===== config.mk =====
export PLATFORM = sky130hd
export DESIGN_NAME = rs_rename_core
export DESIGN_NICKNAME = d
export VERILOG_FILES = /design/src/rtl/rsv_pkg.sv /design/src/rtl/rsv_pick.sv /design/src/rtl/rsv_operand.sv /design/src/rtl/rsv_slot.sv /design/src/rtl/rsv_regstat.sv /design/src/rtl/rs_rename_core.sv
export SDC_FILE = /design/constraint.sdc
export NUM_CORES = 1
export LEC_CHECK = 0
export CORE_ASPECT_RATIO = 0.5
export CORE_MARGIN = 2
export CORE_UTILIZATION = 29
export DETAILED_ROUTE_END_ITERATION = 10
export PLACE_DENSITY = 0.42
export SETUP_SLACK_MARGIN = 0.5
export SLEW_MARGIN = 20
export SYNTH_ARGS = -nofsm -noshare
export SYNTH_HDL_FRONTEND = slang
export SYNTH_SLANG_ARGS = --single-unit

===== constraint.sdc =====
create_clock -name clk -period 3.3 [get_ports clk]
set_clock_uncertainty 0.1 [all_clocks]
set_input_delay 0.66 -clock clk [delete_from_list [all_inputs] [get_ports clk]]
set_output_delay 0.66 -clock clk [all_outputs]
set_load 0.02 [all_outputs]

===== src/rtl/rsv_pkg.sv =====
package rsv_pkg;

   // Life cycle of one station entry
   typedef enum logic [1:0] {
      RS_IDLE = 2'd0,   // free for allocation
      RS_HELD = 2'd1,   // allocated, not yet dispatched
      RS_EXEC = 2'd2    // dispatched, waiting for its own broadcast
   } rs_phase_e;

   // Number of source operands per station
   localparam int OPND_N = 2;

endpackage


===== src/rtl/rsv_pick.sv =====
// Lowest-index-first selector
module rsv_pick #(
   parameter int W    = 4,
   parameter int IDXW = 2
) (
   input  logic [W-1:0]    req,
   output logic [W-1:0]    gnt,
   output logic [IDXW-1:0] idx,
   output logic            any
);

   if (W < 2) begin : g_bad_w
      $error("rsv_pick: W must be at least 2");
   end
   if (IDXW != $clog2(W)) begin : g_bad_idx
      $error("rsv_pick: IDXW must equal clog2(W)");
   end

   always_comb begin
      gnt = '0;
      idx = '0;
      any = 1'b0;
      for (int i = W - 1; i >= 0; i--) begin
         if (req[i]) begin
            gnt    = '0;
            gnt[i] = 1'b1;
            idx    = IDXW'(i);
            any    = 1'b1;
         end
      end
   end

endmodule


===== src/rtl/rsv_operand.sv =====
// One source operand field: value plus waiting tag, with issue-time forwarding
module rsv_operand #(
   parameter int DATA_W = 16,
   parameter int TAG_W  = 2
) (
   input  logic              clk,
   input  logic              rst_n,
   input  logic              load,
   input  logic              src_pend,
   input  logic [TAG_W-1:0]  src_tag,
   input  logic [DATA_W-1:0] src_val,
   input  logic              bc_valid,
   input  logic [TAG_W-1:0]  bc_tag,
   input  logic [DATA_W-1:0] bc_val,
   output logic              pend,
   output logic [DATA_W-1:0] val
);

   logic              pend_q;
   logic [TAG_W-1:0]  tag_q;
   logic [DATA_W-1:0] val_q;
   logic              hit_src;
   logic              hit_wait;

   assign hit_src  = src_pend && bc_valid && (bc_tag == src_tag);
   assign hit_wait = pend_q && bc_valid && (bc_tag == tag_q);

   always_ff @(posedge clk or negedge rst_n) begin
      if (!rst_n) begin
         pend_q <= 1'b0;
         tag_q  <= '0;
         val_q  <= '0;
      end else if (load) begin
         pend_q <= src_pend && !hit_src;
         tag_q  <= src_tag;
         if (!src_pend)
            val_q <= src_val;
         else if (hit_src)
            val_q <= bc_val;
         else
            val_q <= '0;
      end else if (hit_wait) begin
         pend_q <= 1'b0;
         val_q  <= bc_val;
      end
   end

   assign pend = pend_q;
   assign val  = val_q;

endmodule


===== src/rtl/rsv_slot.sv =====
// One reservation station entry
module rsv_slot
   import rsv_pkg::*;
#(
   parameter int DATA_W  = 16,
   parameter int OP_W    = 4,
   parameter int IMM_W   = 8,
   parameter int TAG_W   = 2,
   parameter int SLOT_ID = 0
) (
   input  logic              clk,
   input  logic              rst_n,
   input  logic              alloc,
   input  logic [OP_W-1:0]   a_op,
   input  logic [IMM_W-1:0]  a_imm,
   input  logic              a_pend [OPND_N],
   input  logic [TAG_W-1:0]  a_tag  [OPND_N],
   input  logic [DATA_W-1:0] a_val  [OPND_N],
   input  logic              bc_valid,
   input  logic [TAG_W-1:0]  bc_tag,
   input  logic [DATA_W-1:0] bc_val,
   input  logic              grant,
   output logic              busy,
   output logic              ready,
   output logic [OP_W-1:0]   o_op,
   output logic [IMM_W-1:0]  o_imm,
   output logic [DATA_W-1:0] o_vj,
   output logic [DATA_W-1:0] o_vk
);

   localparam logic [TAG_W-1:0] MY_TAG = TAG_W'(SLOT_ID);

   rs_phase_e         phase_q;
   logic [OP_W-1:0]   op_q;
   logic [IMM_W-1:0]  imm_q;
   logic              pend_w [OPND_N];
   logic [DATA_W-1:0] val_w  [OPND_N];
   logic              own_bc;

   for (genvar o = 0; o < OPND_N; o++) begin : g_opnd
      rsv_operand #(
         .DATA_W (DATA_W),
         .TAG_W  (TAG_W)
      ) u_opnd (
         .clk      (clk),
         .rst_n    (rst_n),
         .load     (alloc),
         .src_pend (a_pend[o]),
         .src_tag  (a_tag[o]),
         .src_val  (a_val[o]),
         .bc_valid (bc_valid),
         .bc_tag   (bc_tag),
         .bc_val   (bc_val),
         .pend     (pend_w[o]),
         .val      (val_w[o])
      );
   end

   assign own_bc = bc_valid && (bc_tag == MY_TAG) && (phase_q != RS_IDLE);

   always_ff @(posedge clk or negedge rst_n) begin
      if (!rst_n) begin
         phase_q <= RS_IDLE;
         op_q    <= '0;
         imm_q   <= '0;
      end else if (alloc) begin
         phase_q <= RS_HELD;
         op_q    <= a_op;
         imm_q   <= a_imm;
      end else if (own_bc) begin
         phase_q <= RS_IDLE;
      end else if (grant) begin
         phase_q <= RS_EXEC;
      end
   end

   assign busy  = (phase_q != RS_IDLE);
   assign ready = (phase_q == RS_HELD) && !pend_w[0] && !pend_w[1];
   assign o_op  = op_q;
   assign o_imm = imm_q;
   assign o_vj  = val_w[0];
   assign o_vk  = val_w[1];

endmodule


===== src/rtl/rsv_regstat.sv =====
// Register file with per-register newest-producer status
module rsv_regstat #(
   parameter int NUM_REGS = 8,
   parameter int REG_AW   = 3,
   parameter int DATA_W   = 16,
   parameter int TAG_W    = 2,
   parameter int NRD      = 3
) (
   input  logic              clk,
   input  logic              rst_n,
   input  logic [REG_AW-1:0] rd_addr [NRD],
   output logic [DATA_W-1:0] rd_val  [NRD],
   output logic              rd_pend [NRD],
   output logic [TAG_W-1:0]  rd_tag  [NRD],
   input  logic              claim,
   input  logic [REG_AW-1:0] claim_reg,
   input  logic [TAG_W-1:0]  claim_tag,
   input  logic              bc_valid,
   input  logic [TAG_W-1:0]  bc_tag,
   input  logic [DATA_W-1:0] bc_val
);

   if (NUM_REGS != (1 << REG_AW)) begin : g_bad_regs
      $error("rsv_regstat: NUM_REGS must equal 2**REG_AW");
   end

   logic [DATA_W-1:0] reg_val  [NUM_REGS];
   logic              reg_pend [NUM_REGS];
   logic [TAG_W-1:0]  reg_tag  [NUM_REGS];

   for (genvar r = 0; r < NUM_REGS; r++) begin : g_reg
      logic [DATA_W-1:0] val_q;
      logic              pend_q;
      logic [TAG_W-1:0]  tag_q;
      logic              retire;
      logic              claim_here;

      assign retire     = bc_valid && pend_q && (tag_q == bc_tag);
      assign claim_here = claim && (claim_reg == REG_AW'(r));

      always_ff @(posedge clk or negedge rst_n) begin
         if (!rst_n) begin
            val_q  <= '0;
            pend_q <= 1'b0;
            tag_q  <= '0;
         end else begin
            if (retire) begin
               val_q  <= bc_val;
               pend_q <= 1'b0;
            end
            if (claim_here) begin
               pend_q <= 1'b1;
               tag_q  <= claim_tag;
            end
         end
      end

      assign reg_val[r]  = val_q;
      assign reg_pend[r] = pend_q;
      assign reg_tag[r]  = tag_q;
   end

   for (genvar p = 0; p < NRD; p++) begin : g_rd
      assign rd_val[p]  = reg_val[rd_addr[p]];
      assign rd_pend[p] = reg_pend[rd_addr[p]];
      assign rd_tag[p]  = reg_tag[rd_addr[p]];
   end

endmodule


===== src/rtl/rs_rename_core.sv =====
// Reservation station pool with tag renaming and result-bus snooping
module rs_rename_core
   import rsv_pkg::*;
#(
   parameter int NUM_RS   = 4,
   parameter int NUM_REGS = 8,
   parameter int DATA_W   = 16,
   parameter int OP_W     = 4,
   parameter int IMM_W    = 8,
   localparam int TAG_W   = $clog2(NUM_RS),
   localparam int REG_AW  = $clog2(NUM_REGS)
) (
   input  logic              clk,
   input  logic              rst_n,
   input  logic              issue_valid,
   input  logic [OP_W-1:0]   issue_op,
   input  logic [REG_AW-1:0] issue_src_a,
   input  logic [REG_AW-1:0] issue_src_b,
   input  logic [REG_AW-1:0] issue_dst,
   input  logic [IMM_W-1:0]  issue_imm,
   output logic              issue_ready,
   output logic [TAG_W-1:0]  issue_tag,
   input  logic              bcast_valid,
   input  logic [TAG_W-1:0]  bcast_tag,
   input  logic [DATA_W-1:0] bcast_value,
   input  logic              disp_ready,
   output logic              disp_valid,
   output logic [TAG_W-1:0]  disp_tag,
   output logic [OP_W-1:0]   disp_op,
   output logic [DATA_W-1:0] disp_vj,
   output logic [DATA_W-1:0] disp_vk,
   output logic [IMM_W-1:0]  disp_imm,
   input  logic [REG_AW-1:0] peek_reg,
   output logic [DATA_W-1:0] peek_value,
   output logic              peek_pending,
   output logic [TAG_W-1:0]  peek_tag
);

   localparam int NRD = OPND_N + 1;

   if (NUM_RS < 2) begin : g_bad_rs
      $error("rs_rename_core: NUM_RS must be at least 2");
   end
   if (NUM_REGS < 2) begin : g_bad_regs
      $error("rs_rename_core: NUM_REGS must be at least 2");
   end
   if (DATA_W < 1 || OP_W < 1 || IMM_W < 1) begin : g_bad_w
      $error("rs_rename_core: field widths must be positive");
   end

   // station state vectors
   logic [NUM_RS-1:0] slot_busy;
   logic [NUM_RS-1:0] slot_ready;
   logic [NUM_RS-1:0] slot_grant;
   logic [NUM_RS-1:0] slot_alloc;
   logic [OP_W-1:0]   s_op  [NUM_RS];
   logic [IMM_W-1:0]  s_imm [NUM_RS];
   logic [DATA_W-1:0] s_vj  [NUM_RS];
   logic [DATA_W-1:0] s_vk  [NUM_RS];

   // selectors
   logic [NUM_RS-1:0] free_gnt;
   logic [TAG_W-1:0]  free_idx;
   logic              free_any;
   logic [NUM_RS-1:0] rdy_gnt;
   logic [TAG_W-1:0]  rdy_idx;
   logic              rdy_any;
   logic              issue_fire;

   // register table read ports: two sources, one lookup
   logic [REG_AW-1:0] rd_addr [NRD];
   logic [DATA_W-1:0] rd_val  [NRD];
   logic              rd_pend [NRD];
   logic [TAG_W-1:0]  rd_tag  [NRD];
   logic              op_pend [OPND_N];
   logic [TAG_W-1:0]  op_tag  [OPND_N];
   logic [DATA_W-1:0] op_val  [OPND_N];

   rsv_pick #(.W(NUM_RS), .IDXW(TAG_W)) u_free_pick (
      .req (~slot_busy),
      .gnt (free_gnt),
      .idx (free_idx),
      .any (free_any)
   );

   rsv_pick #(.W(NUM_RS), .IDXW(TAG_W)) u_rdy_pick (
      .req (slot_ready),
      .gnt (rdy_gnt),
      .idx (rdy_idx),
      .any (rdy_any)
   );

   assign issue_ready = free_any;
   assign issue_tag   = free_idx;
   assign issue_fire  = issue_valid && free_any;
   assign slot_alloc  = free_gnt & {NUM_RS{issue_fire}};
   assign slot_grant  = rdy_gnt & {NUM_RS{disp_ready}};

   assign rd_addr[0] = issue_src_a;
   assign rd_addr[1] = issue_src_b;
   assign rd_addr[2] = peek_reg;

   for (genvar o = 0; o < OPND_N; o++) begin : g_src
      assign op_pend[o] = rd_pend[o];
      assign op_tag[o]  = rd_tag[o];
      assign op_val[o]  = rd_val[o];
   end

   rsv_regstat #(
      .NUM_REGS (NUM_REGS),
      .REG_AW   (REG_AW),
      .DATA_W   (DATA_W),
      .TAG_W    (TAG_W),
      .NRD      (NRD)
   ) u_regstat (
      .clk       (clk),
      .rst_n     (rst_n),
      .rd_addr   (rd_addr),
      .rd_val    (rd_val),
      .rd_pend   (rd_pend),
      .rd_tag    (rd_tag),
      .claim     (issue_fire),
      .claim_reg (issue_dst),
      .claim_tag (free_idx),
      .bc_valid  (bcast_valid),
      .bc_tag    (bcast_tag),
      .bc_val    (bcast_value)
   );

   for (genvar s = 0; s < NUM_RS; s++) begin : g_slot
      rsv_slot #(
         .DATA_W  (DATA_W),
         .OP_W    (OP_W),
         .IMM_W   (IMM_W),
         .TAG_W   (TAG_W),
         .SLOT_ID (s)
      ) u_slot (
         .clk      (clk),
         .rst_n    (rst_n),
         .alloc    (slot_alloc[s]),
         .a_op     (issue_op),
         .a_imm    (issue_imm),
         .a_pend   (op_pend),
         .a_tag    (op_tag),
         .a_val    (op_val),
         .bc_valid (bcast_valid),
         .bc_tag   (bcast_tag),
         .bc_val   (bcast_value),
         .grant    (slot_grant[s]),
         .busy     (slot_busy[s]),
         .ready    (slot_ready[s]),
         .o_op     (s_op[s]),
         .o_imm    (s_imm[s]),
         .o_vj     (s_vj[s]),
         .o_vk     (s_vk[s])
      );
   end

   assign disp_valid = rdy_any;
   assign disp_tag   = rdy_idx;
   assign disp_op    = s_op[rdy_idx];
   assign disp_imm   = s_imm[rdy_idx];
   assign disp_vj    = s_vj[rdy_idx];
   assign disp_vk    = s_vk[rdy_idx];

   assign peek_value   = rd_val[2];
   assign peek_pending = rd_pend[2];
   assign peek_tag     = rd_tag[2];

endmodule


After elaboration in Yosys (flattened, before gate mapping)
Index checks and enable logic that the tools add are counted.
{"block": "classes", "order_cmp": 4, "n_eq_ne": 32, "n_mux": 127, "bitwise": 7, "n_reduce_logical": 99}
{"operator": "$mux W16", "count": 30}
{"operator": "$bmux W16 S3", "count": 3}
{"operator": "$bmux W16 S2", "count": 2}
{"operator": "$logic_and A1 B1 Y1", "count": 63}
{"operator": "$mux W2", "count": 26}
{"operator": "$mux W1", "count": 46}
{"operator": "$mux W4", "count": 10}
{"operator": "$reduce_bool A2 Y1", "count": 20}
{"operator": "$eq A2 B2 Y1", "count": 18}
{"operator": "$bmux W2 S3", "count": 3}
{"operator": "$bmux W8 S2", "count": 1}
{"operator": "$mux W8", "count": 2}
{"operator": "$eq A3 B3 Y1 const B", "count": 4}
{"operator": "$ge A4 B4 Y1 const B", "count": 3}
{"operator": "$not A3 Y4", "count": 3}
{"operator": "$reduce_bool A3 Y1", "count": 4}
{"operator": "$eq A2 B1 Y1 const B", "count": 5}
{"operator": "$logic_not A1 Y1", "count": 10}
{"operator": "$bmux W1 S3", "count": 3}
{"operator": "$and A4 B4 Y4", "count": 2}
{"operator": "$bmux W4 S2", "count": 1}
{"operator": "$eq A3 B2 Y1 const B", "count": 2}
{"operator": "$eq A2 B2 Y1 const B", "count": 2}
{"operator": "$not A4 Y4", "count": 1}
{"operator": "5 further kinds", "count": 5}
{"block": "totals", "reg_bits": 360}

Depth between registers and ports, before layout
{"block": "depth", "word_depth": 11, "ltp_mapped": 9, "ltp_nobuf": 7}

By module
A second synthesis with hierarchy kept.
{"block": "hier_totals", "cells_unflattened": 1898, "area_unflattened_um2": 22756.8}
{"module": "rsv_operand", "instances": 8, "cells_per_inst": 138, "area_each_um2": 1216.2, "seq_area_each_um2": 475.5}
{"module": "rsv_regstat", "instances": 1, "cells_per_inst": 566, "area_each_um2": 9452.8, "seq_area_each_um2": 3803.6}
{"module": "rs_rename_core", "instances": 1, "cells_per_inst": 67, "area_each_um2": 1193.6, "seq_area_each_um2": 0.0}
{"module": "rsv_slot at g_slot[1].u_slot ...", "instances": 2, "cells_per_inst": 35, "area_each_um2": 578.1, "seq_area_each_um2": 350.3}
{"module": "rsv_slot at g_slot[3].u_slot", "instances": 1, "cells_per_inst": 34, "area_each_um2": 553.0, "seq_area_each_um2": 350.3}
{"module": "rsv_slot at g_slot[0].u_slot", "instances": 1, "cells_per_inst": 35, "area_each_um2": 549.3, "seq_area_each_um2": 350.3}
{"module": "rsv_pick", "instances": 2, "cells_per_inst": 11, "area_each_um2": 61.3, "seq_area_each_um2": 0.0}

Worst setup path before layout
No wires, ideal clock.
{"block": "synth_timing", "path_kind": "input -> output", "start": "input port peek_reg[0]", "end": "output port peek_pending", "t_arrival_ns": 2.518, "setup_slack_ns": 0.022, "path_stages": 4, "n_path_buf": 2, "path_cell_list": "clkbuf_1 > buf_2 > mux4_2 > o21ai_0"}
{"block": "synth_between", "elab_chain_len": 4}
{"item": "from (decl)", "line_no": "rs_rename_core.sv:33", "rtl": "input logic [REG_AW-1:0] peek_reg,"}
{"item": "$not A3 Y4 (implied by the code)", "line_no": "rsv_regstat.sv:65", "rtl": "assign rd_pend[p] = reg_pend[rd_addr[p]];"}
{"item": "$bmux W1 S3", "line_no": "rsv_regstat.sv:65"}
{"item": "$mux W1 (implied by the code) (2 in a row)", "line_no": "rsv_regstat.sv:65"}
{"item": "to (decl)", "line_no": "rs_rename_core.sv:35", "rtl": "output logic peek_pending,"}
No other way between the ends. The select of a mux whose other input is x is not followed.

Worst setup path after layout
{"block": "layout_timing", "start": "register g_slot[2].u_slot.g_opnd[0].u_opnd.pend_q", "end": "output port disp_op[0]"}
{"block": "layout_between", "elab_chain_len": 10}
{"item": "from (decl)", "line_no": "rsv_operand.sv:19", "rtl": "logic pend_q;"}
{"item": "from (signal assigned)", "line_no": "rsv_operand.sv:34", "rtl": "pend_q <= src_pend && !hit_src;"}
{"item": "$logic_not A1 Y1", "line_no": "rsv_slot.sv:78", "rtl": "assign ready = (phase_q == RS_HELD) && !pend_w[0] && !pend_w[1];"}
{"item": "$logic_and A1 B1 Y1 (2 in a row)", "line_no": "rsv_slot.sv:78"}
{"item": "$mux W2 (3 in a row)", "line_no": "rsv_pick.sv:24", "rtl": "if (req[i]) begin"}
{"item": "$not A2 Y3 (implied by the code)", "line_no": "rs_rename_core.sv:161", "rtl": "assign disp_op = s_op[rdy_idx];"}
{"item": "$bmux W4 S2", "line_no": "rs_rename_core.sv:161"}
{"item": "$mux W4 (implied by the code) (2 in a row)", "line_no": "rs_rename_core.sv:161"}
{"item": "to (decl)", "line_no": "rs_rename_core.sv:29", "rtl": "output logic [OP_W-1:0] disp_op,"}
No other way between the ends. The select of a mux whose other input is x is not followed.

==> reports/metrics.csv <==
stage,metric,value,unit
outcome,status,"complete, but fails checks",
outcome,violations,setup timing,
worst_setup_path,cp.required,2.54,ns
yosys,yosys.cell_types.count,62,
worst_setup_path,max_stage_delay,0.58,ns
worst_setup_path,r2r_cells,7,
final_layout,final_cell_mix,"358 x dfrtp_1, 312 x nand2_1, 191 x buf_4",
timing,hold_violations,0,
yosys,async_reset_ff_share,100.0,%
floorplan,initial_core_util,29.26,%
routing,viasPerCell,5.479,
yosys,avgSynthCellArea,11.08,µm²
routing,vias,17100,
timing,rsz0062_at_grt,true,
placement,place_inst,2984,
yosys,yosys_warnings,0,
job,drv_cap,0,
clock_tree,insertion_delay,0.57,ns
final_layout,syn2layout_area_growth,35.93,%
worst_setup_path,end_kind,output pin,
clock_tree,htreeDepth,2,
global_route,grt_pass1_vias,17620,
power_and_ir_drop,power_leakage,0.01164,µW
global_route,antenna_found_initial,2,
clock_tree,cts_tree,built,
power_and_ir_drop,clkPwrFrac,15.5,%
clock_tree,cts.clk_slew.worst_paths,0.07,ns
global_route,grt_start_max_net_pins,76,
power_and_ir_drop,powerDensity,1146,nW/µm²
timing,maxSlewViolCount,0,
worst_setup_path,path_class,reg -> out,
clock_tree,cts_sinks,360,
min_path,hold_depth,2,
floorplan,coreArea,70970,µm²
power_and_ir_drop,p_comb_share,59.5,%
worst_setup_path,crit_arrival,2.71,ns
floorplan,die_height,193.2,µm
final_layout,final_common_cell,dfrtp_1,
yosys,synthesis.nets,1921,
yosys,synth_seq_cells,360,
yosys,synth_cells,1874,
min_path,hold_class,reg -> reg,
global_route,grt.total_usage,21.70,%
worst_setup_path,crit_chain,or4b_4 -> nand2_4 -> nand2_8 -> inv_12 -> buf_12 -> buf_16 -> and2_4 -> a211oi_2 -> buf_4 -> a31oi_4 -> buf_6,
worst_setup_path,slowest_stage,or4b_4,
placement,dp_hpwl,50080,µm
timing,worst_slack,-0.1744,ns
worst_setup_path,crit_path_start_kind,flip-flop,
yosys,ys_seq_area_share,43.38,%
worst_setup_path,cp_max_fo,8,
timing,fin_crit,3.474,ns
clock_tree,cts_buffers,40,
final_layout,finalNetCount,2182,
timing,max_freq,0.2878,GHz
final_layout,layoutNonFillerInstCount,3121,
routing,ant_nets,0,
floorplan,rows,69,
routing,routedWlPerCell,26.02,µm
power_and_ir_drop,peakVddDrop,0.0006329,V
placement,place_worst_setup_slack,-0.2670,ns
routing,drtPass1Iterations,7,
power_and_ir_drop,p_sw_share,40.95,%
global_route,overflow,0,
final_layout,design_area,28230,µm²
timing,hold_ws,0.3703,ns
floorplan,io_pins,116,
yosys,synth_edf_count,0,
clock_tree,cts_buffer_depth,3,
final_layout,drive_gt1_share,41.67,%
yosys,ys.flop_type,dfrtp_1,
routing,totalWireLength,81220,µm
power_and_ir_drop,seqPwrFrac,25.0,%
timing,tightest_slew,1.010,ns
yosys,netlist_area,20770,µm²
power_and_ir_drop,p_int,19100,µW
worst_setup_path,path_buf_inv,5,
global_route,grt_pass1_wl,121300,µm
routing,drc,0,
final_layout,final_core_util,39.78,%
clock_tree,root_buffer,clkbuf_16,
timing,timing.final.crit_share,105.3,%
routing,first_iter_violations,1482,
final_layout,num-fill-cells,6811,
worst_setup_path,crit_family,simple AND/OR/NAND/NOR gates,
placement,post_dp_cell_area,25100,µm²
floorplan,die_area,73900,µm²
placement,io_buffers,115,
placement,gp_congestion,0.7961,
floorplan,die_w,382.5,µm
worst_setup_path,worst-path-stages,11,
timing,setup_violations,44,
power_and_ir_drop,switchingPower,13240,µW
timing,slew_headroom,32.65,%
stage by stage:
stage / power [µW] / setup TNS, ns
5_1_grt: 34090 / -8.725
3_5_place_dp: 24540 / -7.404
6_report: 32350 / -6.110
4_1_cts: 31700 / -6.427
2_1_floorplan: 17320 / 0
3_3_place_gp: 24460 / -7.757
worst min-delay path, stage by stage (launching register included):
cell and delay [ns]:
dfrtp_1 0.34, nand2_1 0.05, nand2_1 0.05
power by group through the flow:
stage	clock network (µW)	logic (µW)	registers (µW)
final	5010	19200	8100
after global routing	5330	20400	8360
after CTS	5130	18500	8040
after global placement	0	16400	8070
after detailed placement	0	16500	8060
after floorplan	0	9810	7510
cell families after synthesis:
logic type,after synthesis,share of synthesized area [%]
AND/OR/NAND/NOR,563,12.58
XOR/XNOR,35,1.747
buffers and inverters,205,4.241
multiplexers,347,24.77
flip-flops,360,43.38
AO/OA/AOI/OAI,364,13.28
per-layer routing:
metal | vias to the layer above | global-route usage [%] | wire [µm]
met5 | - | 0 | 0
met4 | 0 | 4.695 | 1673
met3 | 105 | 2.926 | 4311
met2 | 497 | 34.17 | 36810
met1 | 8962 | 31.74 | 38430
li1 | 7537 | - | -
synth_stat cells, types with 3 or more instances:
cell / count / area, µm²
nor2_1: 95 / 356.6
a32o_1: 5 / 50.05
and3_1: 24 / 150.1
o22ai_1: 12 / 75.07
nand3b_1: 3 / 22.52
nand2_1: 316 / 1186
nand4_1: 4 / 25.02
nor3_1: 24 / 120.1
o221ai_1: 12 / 105.1
o21ai_0: 52 / 260.3
mux4_2: 112 / 2522
o31ai_1: 16 / 120.1
nor4_2: 9 / 112.6
clkbuf_1: 101 / 379.1
o211ai_2: 12 / 150.1
and2_1: 51 / 319.1
nor3_2: 3 / 30.03
xor2_4: 3 / 82.58
xor2_1: 26 / 227.7
inv_1: 25 / 93.84
mux2i_1: 47 / 470.5
a21oi_1: 3 / 15.01
dfrtp_1: 360 / 9009
o22ai_2: 8 / 100.1
o21ai_1: 33 / 165.2
mux2i_4: 3 / 67.56
a221oi_1: 40 / 350.3
a222oi_1: 32 / 320.3
o211ai_1: 15 / 112.6
buf_1: 27 / 101.4
a211oi_1: 44 / 330.3
nand3_1: 13 / 65.06
nand4_4: 4 / 85.08
buf_6: 4 / 45.04
a22oi_1: 24 / 180.2
buf_4: 9 / 67.56
buf_2: 38 / 190.2
mux2_2: 185 / 2083
a31oi_1: 44 / 275.3
xnor2_1: 6 / 52.55
state kept, by name, summed over array words and instances (netlist names):
register	cells
g_slot.u_slot.phase_q	8
g_slot.u_slot.g_opnd.u_opnd.tag_q	16
g_slot.u_slot.g_opnd.u_opnd.pend	8
u_regstat.g.tag_q	16
g_slot.u_slot.o_imm	32
u_regstat.g.pend_q	8
u_regstat.g.val_q	128
g_slot.u_slot.o_op	16
g_slot.u_slot.g_opnd.u_opnd.val	128
final timing paths:
| kind | from | endpoint | slack [ns] |
|---|---|---|---|
| worst max-delay path | g_slot[2].u_slot.g_opnd[0].u_opnd.pend | disp_op[0] | -0.17 |
| worst min-delay path | g_slot[2].u_slot.o_imm[3] | g_slot[2].u_slot.o_imm[3] | 0.37 |
| worst max register to register | u_regstat.g_reg[2].tag_q[1] | g_slot[2].u_slot.g_opnd[0].u_opnd.val[15] | 0.64 |
| worst min register to register | g_slot[2].u_slot.o_imm[3] | g_slot[2].u_slot.o_imm[3] | 0.37 |
| max in group asynchronous | rst_n | g_slot[1].u_slot.g_opnd[0].u_opnd.val[5] | 1.69 |
| min in group asynchronous | rst_n | u_regstat.g_reg[4].tag_q[1] | 0.55 |
timing repair:
action | 4_1_cts | 5_1_grt
buffers inserted | 32 | 18
gates cloned | 12 | 4
hold endpoints to repair | 50 | 0
pin swaps | 20 | 24
hold buffers | 1 | 0
gates resized for setup | 491 | 70
setup endpoints to repair | 69 | 72
final cells by class:
| cell class | count | area, µm² | share of cell area (%) |
|---|---|---|---|
| clock buffers | 56 | 1184 | 4.193 |
| repair buffers | 397 | 4377 | 15.50 |
| diodes | 1 | 2.502 | 0.008864 |
| flip-flops and latches | 360 | 9011 | 31.92 |
| multi-input cells | 1309 | 12100 | 42.85 |
| inverters | 26 | 110.1 | 0.3900 |
| well taps | 958 | 1199 | 4.246 |
| repair inverters | 1 | 16.27 | 0.05762 |
| clock inverters | 13 | 235.2 | 0.8333 |
No activity file was read; power rests on OpenSTA's default activity.
